File: src/rtl/hub_pkg.sv
package hub_pkg;
  localparam int HUB_AW = 12;
  localparam int HUB_DW = 32;
  localparam int ID_W   = 10;

  localparam logic [HUB_AW-1:0] OFS_CTRL    = 12'h000;
  localparam logic [HUB_AW-1:0] OFS_EN_SET  = 12'h030;
  localparam logic [HUB_AW-1:0] OFS_EN_CLR  = 12'h034;
  localparam logic [HUB_AW-1:0] OFS_ACK     = 12'h044;
  localparam logic [HUB_AW-1:0] OFS_MSK_SET = 12'h048;
  localparam logic [HUB_AW-1:0] OFS_MSK_CLR = 12'h04C;
  localparam logic [HUB_AW-1:0] OFS_ROUTE   = 12'h100;

  localparam logic [ID_W-1:0] ID_NONE = 10'h3FF;

  typedef enum logic [2:0] {
    OP_NONE,
    OP_EN_SET,
    OP_EN_CLR,
    OP_MSK_SET,
    OP_MSK_CLR,
    OP_ROUTE
  } hub_op_e;
endpackage

File: src/rtl/hub_decode.sv
module hub_decode
  import hub_pkg::*;
#(
  parameter int SRC_N = 32,
  parameter int IDX_W = 5
) (
  input  logic              wr,
  input  logic              loc,
  input  logic [HUB_AW-1:0] addr,
  input  logic [HUB_DW-1:0] wdata,
  output hub_op_e           op,
  output logic [IDX_W-1:0]  wr_idx,
  output logic              route_hit,
  output logic [IDX_W-1:0]  route_idx
);
  localparam logic [HUB_AW-1:0] SRC_A = HUB_AW'(SRC_N);
  localparam logic [HUB_DW-1:0] SRC_D = HUB_DW'(SRC_N);

  logic [HUB_AW-1:0] rel;
  logic              idx_ok;

  assign rel       = addr - OFS_ROUTE;
  assign route_hit = !loc && (addr >= OFS_ROUTE) && (rel[1:0] == 2'b00)
                     && ((rel >> 2) < SRC_A);
  assign route_idx = rel[IDX_W+1:2];
  assign idx_ok    = wdata < SRC_D;
  assign wr_idx    = wdata[IDX_W-1:0];

  always_comb begin
    op = OP_NONE;
    if (wr) begin
      if (!loc) begin
        if (addr == OFS_EN_SET && idx_ok)      op = OP_EN_SET;
        else if (addr == OFS_EN_CLR && idx_ok) op = OP_EN_CLR;
        else if (route_hit)                    op = OP_ROUTE;
      end else begin
        if (addr == OFS_MSK_SET && idx_ok)      op = OP_MSK_SET;
        else if (addr == OFS_MSK_CLR && idx_ok) op = OP_MSK_CLR;
      end
    end
  end
endmodule

File: src/rtl/hub_state.sv
module hub_state
  import hub_pkg::*;
#(
  parameter int SRC_N = 32,
  parameter int CPU_N = 4,
  parameter int IDX_W = 5,
  parameter int CPU_W = 2
) (
  input  logic                        clk,
  input  logic                        rst,
  input  hub_op_e                     op,
  input  logic [IDX_W-1:0]            wr_idx,
  input  logic [IDX_W-1:0]            route_idx,
  input  logic [CPU_N-1:0]            route_val,
  input  logic [CPU_W-1:0]            cpu,
  input  logic                        cpu_ok,
  output logic [SRC_N-1:0]            en,
  output logic [CPU_N-1:0][SRC_N-1:0] msk,
  output logic [SRC_N-1:0][CPU_N-1:0] route
);
  always_ff @(posedge clk) begin
    if (rst) begin
      en    <= '0;
      msk   <= '1;
      route <= '0;
    end else begin
      case (op)
        OP_EN_SET: en[wr_idx] <= 1'b1;
        OP_EN_CLR: en[wr_idx] <= 1'b0;
        OP_MSK_SET: if (cpu_ok) msk[cpu][wr_idx] <= 1'b1;
        OP_MSK_CLR: if (cpu_ok) msk[cpu][wr_idx] <= 1'b0;
        OP_ROUTE:  route[route_idx] <= route_val;
        default: ;
      endcase
    end
  end
endmodule

File: src/rtl/hub_pick.sv
module hub_pick
  import hub_pkg::*;
#(
  parameter int SRC_N    = 32,
  parameter int TIMER_ID = 5
) (
  input  logic [SRC_N-1:0] lvl,
  input  logic [SRC_N-1:0] en,
  input  logic [SRC_N-1:0] msk,
  input  logic [SRC_N-1:0] rte,
  input  logic             timer,
  output logic             found,
  output logic [ID_W-1:0]  id
);
  logic [SRC_N-1:0] q;

  for (genvar s = 0; s < SRC_N; s++) begin : g_q
    if (s == TIMER_ID) begin : g_tmr
      assign q[s] = timer & ~msk[s];
    end else begin : g_src
      assign q[s] = lvl[s] & en[s] & ~msk[s] & rte[s];
    end
  end

  always_comb begin
    found = 1'b0;
    id    = ID_NONE;
    for (int s = SRC_N - 1; s >= 0; s--) begin
      if (q[s]) begin
        found = 1'b1;
        id    = ID_W'(s);
      end
    end
  end
endmodule

File: src/rtl/mcpu_irq_hub.sv
module mcpu_irq_hub
  import hub_pkg::*;
#(
  parameter int SRC_N    = 32,
  parameter int CPU_N    = 4,
  parameter int TIMER_ID = 5,
  parameter int CPU_W    = (CPU_N > 1) ? $clog2(CPU_N) : 1
) (
  input  logic              clk,
  input  logic              rst,
  input  logic [SRC_N-1:0]  src_in,
  input  logic [CPU_N-1:0]  timer_in,
  input  logic              bus_wr,
  input  logic              bus_rd,
  input  logic              bus_local,
  input  logic [CPU_W-1:0]  bus_cpu,
  input  logic [HUB_AW-1:0] bus_addr,
  input  logic [HUB_DW-1:0] bus_wdata,
  output logic [HUB_DW-1:0] bus_rdata,
  output logic [CPU_N-1:0]  irq_out
);
  localparam int IDX_W = (SRC_N > 1) ? $clog2(SRC_N) : 1;
  localparam logic [ID_W-1:0] SRC_ID = ID_W'(SRC_N);

  hub_op_e                     op;
  logic [IDX_W-1:0]            wr_idx;
  logic                        route_hit;
  logic [IDX_W-1:0]            route_idx;
  logic                        cpu_ok;
  logic [SRC_N-1:0]            en;
  logic [CPU_N-1:0][SRC_N-1:0] msk;
  logic [SRC_N-1:0][CPU_N-1:0] route;
  logic [CPU_N-1:0][SRC_N-1:0] route_col;
  logic [CPU_N-1:0]            found;
  logic [CPU_N-1:0][ID_W-1:0]  ack_id;
  logic [HUB_DW-1:0]           rd_next;

  assign cpu_ok = int'(bus_cpu) < CPU_N;

  hub_decode #(.SRC_N(SRC_N), .IDX_W(IDX_W)) dec_i (
    .wr(bus_wr), .loc(bus_local), .addr(bus_addr), .wdata(bus_wdata),
    .op(op), .wr_idx(wr_idx), .route_hit(route_hit), .route_idx(route_idx)
  );

  hub_state #(.SRC_N(SRC_N), .CPU_N(CPU_N), .IDX_W(IDX_W), .CPU_W(CPU_W)) st_i (
    .clk(clk), .rst(rst), .op(op), .wr_idx(wr_idx), .route_idx(route_idx),
    .route_val(bus_wdata[CPU_N-1:0]), .cpu(bus_cpu), .cpu_ok(cpu_ok),
    .en(en), .msk(msk), .route(route)
  );

  for (genvar c = 0; c < CPU_N; c++) begin : g_cpu
    for (genvar s = 0; s < SRC_N; s++) begin : g_col
      assign route_col[c][s] = route[s][c];
    end
    hub_pick #(.SRC_N(SRC_N), .TIMER_ID(TIMER_ID)) pick_i (
      .lvl(src_in), .en(en), .msk(msk[c]), .rte(route_col[c]),
      .timer(timer_in[c]), .found(found[c]), .id(ack_id[c])
    );
  end

  always_comb begin
    rd_next = '0;
    if (!bus_local) begin
      if (bus_addr == OFS_CTRL)  rd_next[ID_W+1:2]  = SRC_ID;
      else if (route_hit)        rd_next[CPU_N-1:0] = route[route_idx];
    end else if (bus_addr == OFS_ACK && cpu_ok) begin
      rd_next[ID_W-1:0] = ack_id[bus_cpu];
    end
  end

  always_ff @(posedge clk) begin
    if (rst) begin
      bus_rdata <= '0;
      irq_out   <= '0;
    end else begin
      irq_out <= found;
      if (bus_rd) bus_rdata <= rd_next;
    end
  end
endmodule

File: config.mk
export PLATFORM = sky130hd
export DESIGN_NAME = mcpu_irq_hub
export DESIGN_NICKNAME = d
export VERILOG_FILES = /design/src/rtl/hub_pkg.sv /design/src/rtl/hub_decode.sv /design/src/rtl/hub_state.sv /design/src/rtl/hub_pick.sv /design/src/rtl/mcpu_irq_hub.sv
export SDC_FILE = /design/constraint.sdc
export NUM_CORES = 1
export LEC_CHECK = 0
export ABC_AREA = 1
export BUFFER_PORTS_ARGS = -buffer_cell sky130_fd_sc_hd__buf_2
export CAP_MARGIN = 20
export CORE_UTILIZATION = 30
export DETAILED_ROUTE_END_ITERATION = 7
export HOLD_SLACK_MARGIN = 0.15
export PLACE_DENSITY_LB_ADDON = 0.1
export SLEW_MARGIN = 10
export SYNTH_ARGS = -nofsm -noshare
export SYNTH_HDL_FRONTEND = slang
export SYNTH_SLANG_ARGS = --single-unit
File: constraint.sdc
create_clock -name clk -period 3.2 [get_ports clk]
set_input_delay 0.32 -clock clk [delete_from_list [all_inputs] [get_ports clk]]
set_output_delay 0.32 -clock clk [all_outputs]
set_load 0.01 [all_outputs]
## After elaboration in Yosys (flattened, before gate mapping)

Cells that the tools add are included.

- Register bits after elaboration: 304
- Logic and storage cells: 774
- Input port bits: 87

- Reductions and logical operators: 15
- $lt $le $gt $ge: 9
- Add/subtract/negate cells: 1
- Eq/ne operators: 10
- Muxes and demuxes: 283
- Bitwise gates (word level): 417

Operator list:

| cell | number |
|---|---|
| two-way mux 10 bit | 131 |
| AND 1 bit | 283 |
| case mux 128 bit (2 select lines) | 1 |
| two-way mux 1 bit | 129 |
| AND 128 bit | 1 |
| bitwise mux 128 bit | 1 |
| inverter 1 bit | 128 |
| inverter 128 bit | 1 |
| OR 128 bit | 1 |
| demux 32 bit (select 2 bit) | 1 |
| case mux 32 bit (2 select lines) | 1 |
| equality test 12 x 7 -> 1 bit, second input constant | 3 |
| AND 32 bit | 1 |
| less-than comparator 32 x 6 -> 1 bit, second input constant | 1 |
| two-way mux 32 bit | 1 |
| inverter 32 bit | 1 |
| OR 32 bit | 1 |
| equality test 12 x 6 -> 1 bit, second input constant | 2 |
| two-way mux 3 bit | 7 |
| binary-select mux 10 bit (select 2 bit) | 1 |
| binary-select mux 4 bit (select 5 bit) | 1 |
| demux 4 bit (select 5 bit) | 1 |
| two-way mux 4 bit | 4 |
| greater-or-equal comparator 12 x 9 -> 1 bit, second input constant | 1 |
| 16 further kinds | 32 |

## Longest topological paths before layout

- Depth after elaboration: 39
- Depth in mapped cells: 38

## Cells and area by module

A second synthesis with hierarchy kept.

- Cells, all modules: 3,139
- Area, all modules: 18,941.9 sq um

Modules (own cells, without submodules):

| module | times used | area each (sq um) | cells an instance |
|---|---|---|---|
| hub_state | 1 | 12,311.8 | 1,777 |
| hub_pick | 4 | 925.9 | 192 |
| mcpu_irq_hub | 1 | 2,541.2 | 515 |
| hub_decode | 1 | 385.4 | 79 |

## Worst setup path before layout

OpenSTA, ideal clock, no wires.

- Path kind: input-to-reg
- Start point: input port bus_wdata[15]
- End point: register with a tool-made name
- Setup slack: 0.742 ns
- Cell stages on the path: 15
- Required time: 3.054 ns
- Setup time: 0.146 ns
- Arrival: 2.312 ns
- Cells stage by stage: nor4_1 -> nand2_1 -> nor4_1 -> nand2_1 -> clkinv_1 -> nand3_1 -> o21ai_2 -> nor4_1 -> a21oi_1 -> nor3_2 -> or2_2 -> buf_2 -> nand2_2 -> clkbuf_1 -> o311ai_0

RTL lines:

| item | RTL line | RTL |
|---|---|---|
| start: declaration | mcpu_irq_hub.sv:18 | `input logic [HUB_DW-1:0] bus_wdata,` |

==> impl_metrics.tcl <==
set metrics [dict create \
    grt_overflow 0 \
    cts-htree-levels 2 \
    port_buffers 99 \
    antenna_left 0 \
    die_area_um2 50210 \
    track_usage_pct 24.57 \
    fin_crit_ns 2.906 \
    rr_worst_depth 36 \
    hold_start "bus_rd" \
    dr.pass1.iters 5 \
    crit_arrival_ns 3.36 \
    grt_setup_unrepaired "no" \
    grt_pass1_vias 14060 \
    setup_viol 0 \
    clock_sinks 298 \
    grt_pass1_wl_mm 91.04 \
    vdd_drop_max_uv 313.2 \
    fin_ws_ns 0.2939 \
    syn_to_final_growth_pct 19.61 \
    fin_cells 2886 \
    grt_max_degree 129 \
    status "finished, final reports clean" \
    crit_slowest_cell "dfxtp_1" \
    synthMuxAreaShare_pct 0 \
    cts_buffers 38 \
    yosysWarnings 0 \
    synth_seq_cells 298 \
    synth_top_area_share_pct 40.32 \
    cpPeakStageDelay_ns 0.33 \
    path_clk_slew_ns 0.06 \
    ctsResizeCount 0 \
    cts_setup_buffers 0 \
    synthTopCellsByArea "dfxtp_1, o21ai_0, inv_1" \
    tns_ns 0 \
    layout-drive-gt1-share_pct 11.79 \
    fmax_ghz 0.3441 \
    clock_latency_ns 0.56 \
    nets 2280 \
    ioPinCount 123 \
    crit_top_cell "nand2_1" \
    core_area_um2 48750 \
    holdCritPathClass "input pin to flip-flop" \
    fin_skew_ns 0.02223 \
    first_iter_violations 1282 \
    synth_top_family_by_area "compound AO/OA/AOI/OAI gates" \
    ys_seq_area_share_pct 40.32 \
    place_congestion 0.9151 \
    end_kind "flip-flop" \
    rows 81 \
    r2r_slack_ns 0.29 \
    synth.distinct_cells 40 \
    syn_area_per_cell_um2 7.080 \
    vias 14910 \
    worstReg2RegEnd "bus_rdata[0]" \
    dieWidth_um 224.1 \
    diodes 0 \
    dp_cells 2817 \
    cts_max_path_buffers 3 \
    root_buffer "clkbuf_16" \
    start_util_pct 30.35 \
    crit_required_ns 3.65 \
    tightest_slew_ns 0.9505 \
    syn_inst 2090 \
    worst-path-max-fanout 3 \
    relSlewSlack_pct 36.56 \
    synth-compound-area-share_pct 29.42 \
    fin_crit_sh_pct 90.82 \
    synth-xor-area-share_pct 0 \
    yosys.area_share.adder_pct 0 \
    ctsHoldBuffers 0 \
    syn_area_um2 14800 \
    synth_edf_count 0 \
    holdPathStages 2 \
    maxCapViolations 0 \
    drc 0 \
    path_class "flip-flop to flip-flop" \
    finalHoldViolCount 0 \
    start_kind "flip-flop" \
    slew_violations 0 \
    finalWirelength_mm 61.72 \
    dpl_worst_slack_ns 0.1173 \
    synthArstFlopShare_pct 0 \
    synth-simple-area-share_pct 17.98 \
    cts_tree "done" \
    synth_top_cell_by_area "dfxtp_1" \
    power.density_nw_per_um2 492.1 \
    postLayoutCoreUtil_pct 36.31 \
    hpwlAfterDp_mm 44.54 \
    avgViaCountPerCell 5.167 \
    leakage_nw 6.419 \
    holdPathEnd "bus_rdata[1]" \
    die_y_um 224.1 \
    antenna_found_initial 1 \
    wl_per_cell_um 21.38 \
    synthFlopType "dfxtp_1" \
]
-- per-stage QoR --
step / power [mW] / hold WS [ns] / instance area, um^2
floorplan: 4.083 / 0.4239 / 14880
global placement: 4.370 / 0.4375 / 16370
detailed placement: 4.372 / 0.4401 / 16370
CTS: 8.781 / 0.1502 / 17650
global route: 8.980 / 0.1919 / 17700
finish: 8.709 / 0.1824 / 17700
-- worst max-delay path: cells and delay by family, from the launching register on --
family                 cells  cell delay (ns)
DFF                        1             0.33
buffers and inverters      2             0.27
and+or+nand+nor           34             2.21
-- worst max path at each step --
stage / end / start / cells past startpoint / slack [ns]
after global routing: bus_rdata[0] / flip-flop / 38 / 0.01
final: bus_rdata[0] / flip-flop / 36 / 0.29
after CTS: bus_rdata[0] / flip-flop / 36 / 0.27
after floorplan: flip-flop / bus_wdata[15] / 15 / 0.74
after detailed placement: st_i.route[10] / bus_wdata[10] / 16 / 0.12
after global placement: bus_rdata[0] / src_in[30] / 38 / 0.16
-- metal layers --
layer	vias to the layer above	routed length [um]	track usage (%)
met4	0	1447	6.474
met5	-	0	0
met1	6966	29400	34.59
met2	454	27740	39.03
met3	80	3124	3.528
li1	7411	-	-
-- synthesized netlist by cell type (2+ instances only) --
master / instances
inv_1: 315
nand2_1: 315
dfxtp_1: 298
o21ai_0: 287
a21oi_1: 164
nor2_1: 148
nor3_1: 128
o311ai_0: 119
clkbuf_1: 84
a211oi_1: 31
buf_4: 25
buf_2: 22
a22oi_1: 21
o221ai_1: 20
a31oi_1: 16
nor4_1: 13
o22ai_1: 13
nand4_1: 10
o311ai_1: 9
a221oi_1: 8
nand3_1: 7
o31ai_1: 6
nand2_2: 5
clkinv_1: 4
a22o_1: 3
o21bai_1: 3
nor3_2: 2
nor3_4: 2
-- where the power goes --
part | switching, mW | internal, mW
Sequential | 0.00483 | 3.72
Clock | 1.75 | 2.67
Combinational | 0.408 | 0.164
Total | 2.16 | 6.55
-- kinds of logic (layout without fill, tap and decap cells) --
logic type	Yosys count	after routing
simple gates	633	633
compound gates	707	707
flops	298	298
buf+inv	451	562
other cells	1	22
-- layout by cell type, fill, tap and decap left out, types with 21 or more instances in the layout --
cell type and n:
nor3_1 121, a22oi_1 21, o21ai_0 286, inv_1 314
dfxtp_1 297, nand2_1 313, a211oi_1 31, nor2_1 146
buf_4 58, clkbuf_16 41, conb_1 22, buf_2 99
a21oi_1 164, o311ai_0 119
-- layout make-up --
cell class | instances | area [um^2]
Sequential cell | 298 | 5967
Tap cell | 664 | 830.8
Inverter | 320 | 1206
Multi-Input combinational cell | 1362 | 7164
Timing Repair Buffer | 173 | 1251
Clock buffer | 57 | 1156
Fill cell | 5225 | 31050
Clock inverter | 12 | 122.6
No activity file was read; power rests on OpenSTA's default activity.
